$ cat config.mk
export PLATFORM = sky130hd
export DESIGN_NAME = timebase_ctl
export DESIGN_NICKNAME = d
export VERILOG_FILES = /design/src/rtl/timebase_pkg.sv /design/src/rtl/tbt_rst_sync.sv /design/src/rtl/tbt_counter.sv /design/src/rtl/tbt_ctl_reg.sv /design/src/rtl/tbt_irq_out.sv /design/src/rtl/timebase_ctl.sv
export SDC_FILE = /design/constraint.sdc
export NUM_CORES = 1
export LEC_CHECK = 0
export BUFFER_PORTS_ARGS = -buffer_cell sky130_fd_sc_hd__buf_2
export CORE_ASPECT_RATIO = 0.7
export CORE_MARGIN = 2
export CORE_UTILIZATION = 30
export DETAILED_ROUTE_END_ITERATION = 16
export MAX_ROUTING_LAYER = met4
export PLACE_DENSITY_LB_ADDON = 0.12
export SYNTH_ARGS = -nofsm -noshare
export SYNTH_HDL_FRONTEND = slang
export SYNTH_SLANG_ARGS = --single-unit
$ cat constraint.sdc
create_clock -name clk -period 2.58 [get_ports clk]
set_input_delay 0.645 -clock clk [delete_from_list [all_inputs] [get_ports clk]]
set_output_delay 0.645 -clock clk [all_outputs]
set_load 0.05 [all_outputs]
$ cat src/rtl/timebase_pkg.sv
package timebase_pkg;

  localparam int CTL_W      = 8;
  localparam int CODE_W     = 3;
  localparam int NUM_TAPS   = 1 << CODE_W;
  localparam int NUM_LOW    = 3;

  // bit positions that the reset and standby neighbours decode
  localparam int POS_FLAG   = 7;
  localparam int POS_IEN    = 6;
  localparam int POS_CODE   = 3;
  localparam int POS_RSVD   = 2;
  localparam int POS_SRST   = 1;
  localparam int POS_SSTBY  = 0;

  typedef struct packed {
    logic              flag;
    logic              ien;
    logic [CODE_W-1:0] code;
    logic              srst_mode;
    logic              sstby_mode;
  } tb_ctl_t;

  // Exponent of the period chosen by an interval code.
  function automatic int tap_exp(input int code, input int lo, input int hi);
    if (code < NUM_LOW) return lo + code;
    else                return hi + code - NUM_LOW;
  endfunction

endpackage

$ cat src/rtl/tbt_rst_sync.sv
module tbt_rst_sync #(
  parameter int STAGES = 2
) (
  input  logic clk,
  input  logic rst_n,
  output logic rst_core_n
);

  logic [STAGES-1:0] sync_q;

  always_ff @(posedge clk or negedge rst_n) begin
    if (!rst_n) sync_q <= '0;
    else        sync_q <= {sync_q[STAGES-2:0], 1'b1};
  end

  assign rst_core_n = sync_q[STAGES-1];

endmodule

$ cat src/rtl/tbt_counter.sv
module tbt_counter
  import timebase_pkg::*;
#(
  parameter int CNT_W  = 26,
  parameter int LO_EXP = 11,
  parameter int HI_EXP = 22
) (
  input  logic              clk,
  input  logic              rst_n,
  input  logic [CODE_W-1:0] code,
  output logic              tap_tick
);

  logic [CNT_W-1:0]    cnt_q;
  logic [CNT_W-1:0]    cnt_d;
  logic [NUM_TAPS-1:0] tap_hit;

  always_comb begin
    cnt_d = cnt_q + {{(CNT_W-1){1'b0}}, 1'b1};
  end

  always_ff @(posedge clk or negedge rst_n) begin
    if (!rst_n) cnt_q <= '0;
    else        cnt_q <= cnt_d;
  end

  // A tap fires in the clock where its low bits are all ones,
  // i.e. the clock whose increment carries out of that bit field.
  for (genvar g = 0; g < NUM_TAPS; g++) begin : g_tap
    localparam int EXP = tap_exp(g, LO_EXP, HI_EXP);
    assign tap_hit[g] = &cnt_q[EXP-1:0];
  end

  assign tap_tick = tap_hit[code];

endmodule

$ cat src/rtl/tbt_ctl_reg.sv
module tbt_ctl_reg
  import timebase_pkg::*;
(
  input  logic             clk,
  input  logic             rst_n,
  input  logic             soft_rst,
  input  logic             wr,
  input  logic             rd,
  input  logic             rmw,
  input  logic [CTL_W-1:0] wdata,
  input  logic             tap_tick,
  output tb_ctl_t          ctl_q,
  output logic [CTL_W-1:0] rdata
);

  tb_ctl_t ctl_d;
  logic    ctl_ld;

  always_comb begin
    ctl_d = ctl_q;
    if (wr) begin
      ctl_d.ien        = wdata[POS_IEN];
      ctl_d.code       = wdata[POS_CODE +: CODE_W];
      ctl_d.srst_mode  = wdata[POS_SRST];
      ctl_d.sstby_mode = wdata[POS_SSTBY];
      if (!wdata[POS_FLAG]) ctl_d.flag = 1'b0;
    end
    if (tap_tick) ctl_d.flag = 1'b1;
    if (soft_rst) begin
      ctl_d.flag = 1'b0;
      ctl_d.ien  = 1'b0;
    end
  end

  assign ctl_ld = wr | tap_tick | soft_rst;

  always_ff @(posedge clk or negedge rst_n) begin
    if (!rst_n)      ctl_q <= '0;
    else if (ctl_ld) ctl_q <= ctl_d;
  end

  always_comb begin
    rdata = '0;
    if (rd) begin
      rdata[POS_FLAG]             = ctl_q.flag | rmw;
      rdata[POS_IEN]              = ctl_q.ien;
      rdata[POS_CODE +: CODE_W]   = ctl_q.code;
      rdata[POS_RSVD]             = 1'b0;
      rdata[POS_SRST]             = ctl_q.srst_mode;
      rdata[POS_SSTBY]            = ctl_q.sstby_mode;
    end
  end

endmodule

$ cat src/rtl/tbt_irq_out.sv
module tbt_irq_out (
  input  logic clk,
  input  logic rst_n,
  input  logic flag,
  input  logic ien,
  output logic irq
);

  logic irq_d;

  always_comb begin
    irq_d = flag & ien;
  end

  always_ff @(posedge clk or negedge rst_n) begin
    if (!rst_n) irq <= 1'b0;
    else        irq <= irq_d;
  end

endmodule

$ cat src/rtl/timebase_ctl.sv
module timebase_ctl
  import timebase_pkg::*;
#(
  parameter int CNT_W  = 26,
  parameter int LO_EXP = 11,
  parameter int HI_EXP = 22
) (
  input  logic       clk,
  input  logic       rst_n,
  input  logic       soft_rst,
  input  logic       reg_wr,
  input  logic       reg_rd,
  input  logic       reg_rmw,
  input  logic [7:0] reg_wdata,
  output logic [7:0] reg_rdata,
  output logic       irq,
  output logic       sync_rst_en,
  output logic       sync_stby_en
);

  localparam int TOP_EXP = tap_exp(NUM_TAPS-1, LO_EXP, HI_EXP);

  logic    rst_core_n;
  logic    tap_tick;
  tb_ctl_t ctl_q;

  initial begin
    if (TOP_EXP > CNT_W) $error("counter narrower than longest tap");
  end

  tbt_rst_sync #(.STAGES(2)) u_rst_sync (
    .clk        (clk),
    .rst_n      (rst_n),
    .rst_core_n (rst_core_n)
  );

  tbt_counter #(
    .CNT_W  (CNT_W),
    .LO_EXP (LO_EXP),
    .HI_EXP (HI_EXP)
  ) u_counter (
    .clk      (clk),
    .rst_n    (rst_core_n),
    .code     (ctl_q.code),
    .tap_tick (tap_tick)
  );

  tbt_ctl_reg u_ctl_reg (
    .clk      (clk),
    .rst_n    (rst_core_n),
    .soft_rst (soft_rst),
    .wr       (reg_wr),
    .rd       (reg_rd),
    .rmw      (reg_rmw),
    .wdata    (reg_wdata),
    .tap_tick (tap_tick),
    .ctl_q    (ctl_q),
    .rdata    (reg_rdata)
  );

  tbt_irq_out u_irq_out (
    .clk   (clk),
    .rst_n (rst_core_n),
    .flag  (ctl_q.flag),
    .ien   (ctl_q.ien),
    .irq   (irq)
  );

  assign sync_rst_en  = ctl_q.srst_mode;
  assign sync_stby_en = ctl_q.sstby_mode;

endmodule

==> results of run 1 <==
-- flip-flops by register name, summed over array words and instances (netlist names) --
register / cells
u_counter.cnt_q: 26
u_ctl_reg.ctl_q: 7
u_irq_out.irq: 1
u_rst_sync.sync_q: 2
-- power breakdown --
part	switching [µW]	leakage [µW]	internal (µW)	total (µW)
Sequential	7.34	0.000477	574	582
Clock	194	0.0000552	287	481
Combinational	68.0	0.000341	27.9	95.9
-- cell type report --
type / instances / area (µm²) / share of cell area (%)
Multi-Input combinational cell: 94 / 654 / 34.5
Sequential cell: 36 / 901 / 47.5
Clock inverter: 2 / 35.0 / 1.85
Clock buffer: 6 / 72.6 / 3.83
Timing Repair Buffer: 24 / 125 / 6.60
Tap cell: 72 / 90.1 / 4.75
Inverter: 5 / 18.8 / 0.989
-- cells in the mapped netlist, types with 2 or more instances --
| library cell | n | area share [%] |
|---|---|---|
| or4_1 | 2 | 0.94 |
| xor2_1 | 6 | 3.3 |
| xnor2_1 | 17 | 9.4 |
| inv_1 | 5 | 1.2 |
| o21ai_0 | 4 | 1.3 |
| and2_1 | 7 | 2.8 |
| and3_1 | 4 | 1.6 |
| nor2_1 | 9 | 2.1 |
| nand3_1 | 6 | 1.9 |
| mux2_2 | 4 | 2.8 |
| nand2_1 | 9 | 2.1 |
| dfrtp_1 | 36 | 57 |
| nand4_1 | 8 | 3.1 |
| conb_1 | 2 | 0.47 |
| and4_1 | 2 | 1.1 |
| nand2b_1 | 2 | 0.79 |
-- cells by family (layout without fill, tap and decap cells) --
group,count (synthesis),count (layout)
and+or+nand+nor,54,54
DFF,36,36
AOI/OAI and AO/OA,8,8
buffers and inverters,8,37
xor gates and xnor gates,24,24
adders and majority gates,1,1
other,2,2
muxes,5,5
-- per-layer routing --
layer	vias up	global-route usage, %	share of wire (%)
met4	0	5.68	2.0
li1	524	-	-
met1	499	15.4	54
met5	-	-	0
met3	7	3.84	4.1
met2	17	16.4	40
-- metrics by stage --
stage	hold slack (ps)	power (µW)	area [µm²]	util (%)
global placement	286	689	1790	34.6
global route	107	1210	1900	36.7
finish	128	1160	1900	36.7
floorplan	331	661	1590	-
CTS	115	1180	1900	36.7
detailed placement	288	690	1790	34.6
-- worst paths after layout --
path	endpoint	slack, ps	depth (start not counted)
max in group asynchronous	u_ctl_reg.ctl_q[5]	2000	1
hold / removal	u_rst_sync.sync_q[1]	130	1
setup reg to reg	u_counter.cnt_q[24]	590	5
setup / recovery	u_counter.cnt_q[24]	590	5
min in group clk	u_rst_sync.sync_q[1]	360	0
hold reg to reg	u_counter.cnt_q[2]	270	1
-- cell usage in the layout (no fill, tap or decap), drive strengths merged, types with 2 or more instances in the layout --
cell and n:
dfrtp 36, buf 24, xnor2 18, nor2 9, nand2 9, nand4 9
and2 7, nand3 6, xor2 6, clkbuf 6, inv 5, and3 4
mux2 4, o21ai 4, and4 2, or4 2, nand2b 2, conb 2
-- worst max-delay path, stage by stage (launching register included) --
cell     delay (ps)
dfrtp_1         390
ha_1            220
nand3_1         160
or4_1           590
or3_4           390
xnor2_2         140
==> summary.md, run 1 <==
| Metric | Value |
|---|---|
| Clock-pin slew on the worst setup and hold paths | `70 ps` |
| Final worst setup slack | `589 ps` |
| Worst Skew | `7.58 ps` |
| Vias in the first global route | `1,076` |
| PortBufs | `22` |
| Final hold violations | `0` |
| Post-synthesis simple-gate area fraction | `19.2%` |
| DIE WIDTH | `91.0 µm` |
| Die ar. | `5910 µm²` |
| Row Count | `22` |
| Number of nets in the layout | `181` |
| CTS hold repair buffers | `0` |
| Critical path type | `flip-flop to flip-flop` |
| Cell area power density | `611 nW/µm²` |
| Max Clk Rate | `502 MHz` |
| Routed WL per cell | `12.4 µm` |
| Vias per cell | `4.38` |
| Core area | `5170 µm²` |
| Setup TNS | `0 ps` |
| FILL cells | `537` |
| Clock period minus worst slack | `1990 ps` |
| # clock sinks | `36` |
| WL final | `2950 µm` |
| Via Count | `1,047` |
| Adder-cell share of the synthesized area | `0.787%` |
| Critical Path RT | `2750 ps` |
| CTS tree | `done` |
| Setup crit end kind | `flip-flop` |
| Synthesized Nets | `153` |
| Placer Congestion | `0.699` |
| Area fraction in compound gates after synthesis | `3.54%` |
| Unrepaired setup endpoints after global routing | `false` |
| CP max FO | `6` |
| Final Max Slew Viols | `0` |
| Synth warn | `0` |
| CTS max path bufs | `2` |
| Inserted Clock Buffers | `5` |
| Leak pwr | `0.000874 µW` |
| Post_cts resized | `0` |
| Tcrit/Tclk final | `77.2%` |
| Io pins | `25` |
| DP HPWL | `2150 µm` |
| Sequential area share after synthesis | `56.6%` |
| First-pass GRT wire length | `5130 µm` |
| Max-cap violations | `0` |
| Mapped Cells | `138` |
| GRT Resource Usage Total | `11.7%` |
| Largest net degree at the start of global routing | `35` |
| Main synth FF type | `dfrtp_1` |
| Inst Count DP | `231` |
| Initial antenna violation count | `0` |
| Critical R2R Launch | `u_counter.cnt_q[0]` |
| Seq cells post-synth | `36` |
| Synth-to-Final Area Change | `19.3%` |
| Avg Inst Size Synth | `11.5 µm²` |
| DRC | `0` |
| Final setup violation count | `0` |
| Post-synth EDFFs | `0` |
| Mux cell area share after synthesis | `3.46%` |
| Status | `completed` |
| N_diodes | `0` |
| Setup Fix Bufs, Post-CTS | `0` |
| Share of synthesized registers carrying an async set or reset | `100%` |
| Dpl ws | `580 ps` |
| Clock Root Buffer | `clkbuf_8` |
| H-tree depth | `2` |
| Die height | `64.9 µm` |
| Gr ovfl total | `0` |
| Antenna Nets Post-Route | `0` |
| Post-synthesis xor/xnor area fraction | `13.7%` |
| DR iter-0 viols | `21` |
| Worst Setup Start Kind | `flip-flop` |
| Iteration count of the initial detailed-routing pass | `4` |
| Hold WC Path Type | `input port to async pin` |
| Starting Density | `30.7%` |
| Share of layout cells above drive strength 1 | `22.8%` |
| Critical path origin | `u_counter.cnt_q[0]` |
| Synth unique cells | `31` |
| VDD IR max | `0.000237 V` |
| Non-Filler Instances | `239` |
| Main combinational cell family by area after synthesis | `simple AND/OR/NAND/NOR gates` |
| Mapped cell area | `1590 µm²` |
| Worst Path Arrival | `2160 ps` |
| Worst-Skew Late Latency | `280 ps` |
(Power assumes the default switching activity.)
==> run 2, diff against run 1 <==
==> constraint.sdc (replaced) <==
create_clock -name clk -period 2.06 [get_ports clk]
set_input_delay 0.515 -clock clk [delete_from_list [all_inputs] [get_ports clk]]
set_output_delay 0.515 -clock clk [all_outputs]
set_load 0.05 [all_outputs]
==> summary.md, run 2 (same netlist as run 1, synthesis figures left out) <==
| Metric | Value |
|---|---|
| Via Count | `1,052` |
| DRC | `0` |
| Inserted Clock Buffers | `5` |
| Status | `completed` |
| Clk network pwr share | `37.0%` |
| Setup TNS | `0 ps` |
| Iteration count of the initial detailed-routing pass | `4` |
| Routed met2 length | `1250 µm` |
| NetSw | `330 µW` |
| CP max FO | `4` |
| Post_cts resized | `0` |
| Final hold violations | `0` |
| PortBufs | `22` |
| Vias in the first global route | `1,141` |
| CTS max path bufs | `2` |
| Largest net degree at the start of global routing | `35` |
| Synth-to-Final Area Change | `19.9%` |
| Routed WL per cell | `12.7 µm` |
| Leak pwr | `0.000882 µW` |
| Dpl ws | `193 ps` |
| Clock-pin slew on the worst setup and hold paths | `70 ps` |
| CTS hold repair buffers | `1` |
| Most frequent cells in the layout | `36 x dfrtp_1, 22 x buf_2, 17 x xnor2_1` |
| Starting Density | `30.7%` |
| Tcrit/Tclk final | `91.8%` |
| Flop pwr share | `54.0%` |
| Worst Skew | `4.67 ps` |
| Critical Path RT | `2220 ps` |
| DIE WIDTH | `91.0 µm` |
| Top flop regs | `u_counter.cnt_q: 26 flops, u_ctl_reg.ctl_q: 7 flops, u_rst_sync.sync_q: 2 flops` |
| Setup Fix Bufs, Post-CTS | `0` |
| Gr ovfl total | `0` |
| N_diodes | `0` |
| Slowest stage delay, CP | `490 ps` |
| Initial antenna violation count | `0` |
| Unrepaired setup endpoints after global routing | `false` |
| Hold WS | `277 ps` |
| Max-cap violations | `0` |
| Vias per cell | `4.35` |
| Final setup violation count | `0` |
| GRT Resource Usage Total | `12.1%` |
| WL final | `3070 µm` |
| Worst path cell trace | `ha_1, nand3_1, or4_1, or3_4, xnor2_2` |
| Number of nets in the layout | `184` |
| Worst Path Arrival | `2050 ps` |
| Die ar. | `5910 µm²` |
| VDD IR max | `0.000245 V` |
| Fraction of power consumed by combinational cells | `9.0%` |
| Wl on met1 | `1670 µm` |
| Leading cell type in the layout, fill and taps excluded | `dfrtp_1` |
| Slowest stage cell, crit path | `or4_1` |
| Worst-Skew Late Latency | `270 ps` |
| CTS tree | `done` |
| Antenna Nets Post-Route | `0` |
| H-tree depth | `2` |
| Hold WC Path Type | `flip-flop to async pin` |
| Biggest register | `u_counter.cnt_q` |
| Net Sw Frac | `24.4%` |
| Row Count | `22` |
| Clock Root Buffer | `clkbuf_8` |
| Metal3 WL | `130 µm` |
| Max Clk Rate | `529 MHz` |
| Highest metal used | `met4` |
| DP HPWL | `2270 µm` |
| Max reg flops | `26` |
| Io pins | `25` |
| Cell area power density | `709 nW/µm²` |
| Die height | `64.9 µm` |
| Setup crit end kind | `flip-flop` |
| Placer Congestion | `0.727` |
| Critical path type | `flip-flop to flip-flop` |
| Worst Setup Start Kind | `flip-flop` |
| Share of layout cells above drive strength 1 | `24.1%` |
| Clock period minus worst slack | `1890 ps` |
| Int Power | `1020 µW` |
| Final Max Slew Viols | `0` |
| # clock sinks | `36` |
| Final worst setup slack | `170 ps` |
| DR iter-0 viols | `26` |
| First-pass GRT wire length | `5470 µm` |
| Core area | `5170 µm²` |
## run 2: per-stage QoR
stage	power (µW)	cell area (µm²)	instances	utilization, %
after CTS	1380	1910	242	36.8
final	1350	1910	242	36.8
after global placement	864	1800	233	34.9
after floorplan	828	1590	138	-
after detailed placement	865	1800	233	34.9
after global routing	1430	1910	242	36.8
## run 2: worst paths after layout
path,startpoint,end,slack [ps],depth (start not counted)
worst min register to register,u_rst_sync.sync_q[1],u_counter.cnt_q[3],280,1
worst min-delay path,u_rst_sync.sync_q[1],u_counter.cnt_q[3],280,1
worst max register to register,u_counter.cnt_q[0],u_counter.cnt_q[24],170,5
worst max-delay path,u_counter.cnt_q[0],u_counter.cnt_q[24],170,5
max in group asynchronous,rst_n,u_rst_sync.sync_q[0],1420,2
min in group clk,u_rst_sync.sync_q[0],u_rst_sync.sync_q[1],360,0
## run 2: worst max-delay path, delay by kind of cell, from the launching register on
kind / cells / cell delay (ps)
XOR/XNOR: 1 / 130
adder cells (fa/ha/maj): 1 / 230
flip-flops: 1 / 390
AND/OR/NAND/NOR: 3 / 1010
## run 2: power groups by stage
stage,Sequential [µW],Clock (µW),Combinational (µW)
finish,729,500,122
global route,731,566,133
CTS,729,530,124
detailed placement,743,0,122
global placement,742,0,122
floorplan,763,0,65.0
## run 2: area by class of cell
type | instances | area [µm²]
Clock buffer | 6 | 82.6
Tap cell | 72 | 90.1
Inverter | 5 | 18.8
Fill cell | 532 | 3270
Multi-Input combinational cell | 94 | 654
Timing Repair Buffer | 27 | 150
Sequential cell | 36 | 901
Clock inverter | 2 | 10.0
## run 2: layer usage
layer,track usage (%),vias up
li1,-,527
met1,17.3,509
met2,17.0,14
met3,3.84,2
met4,2.27,0
met5,-,-
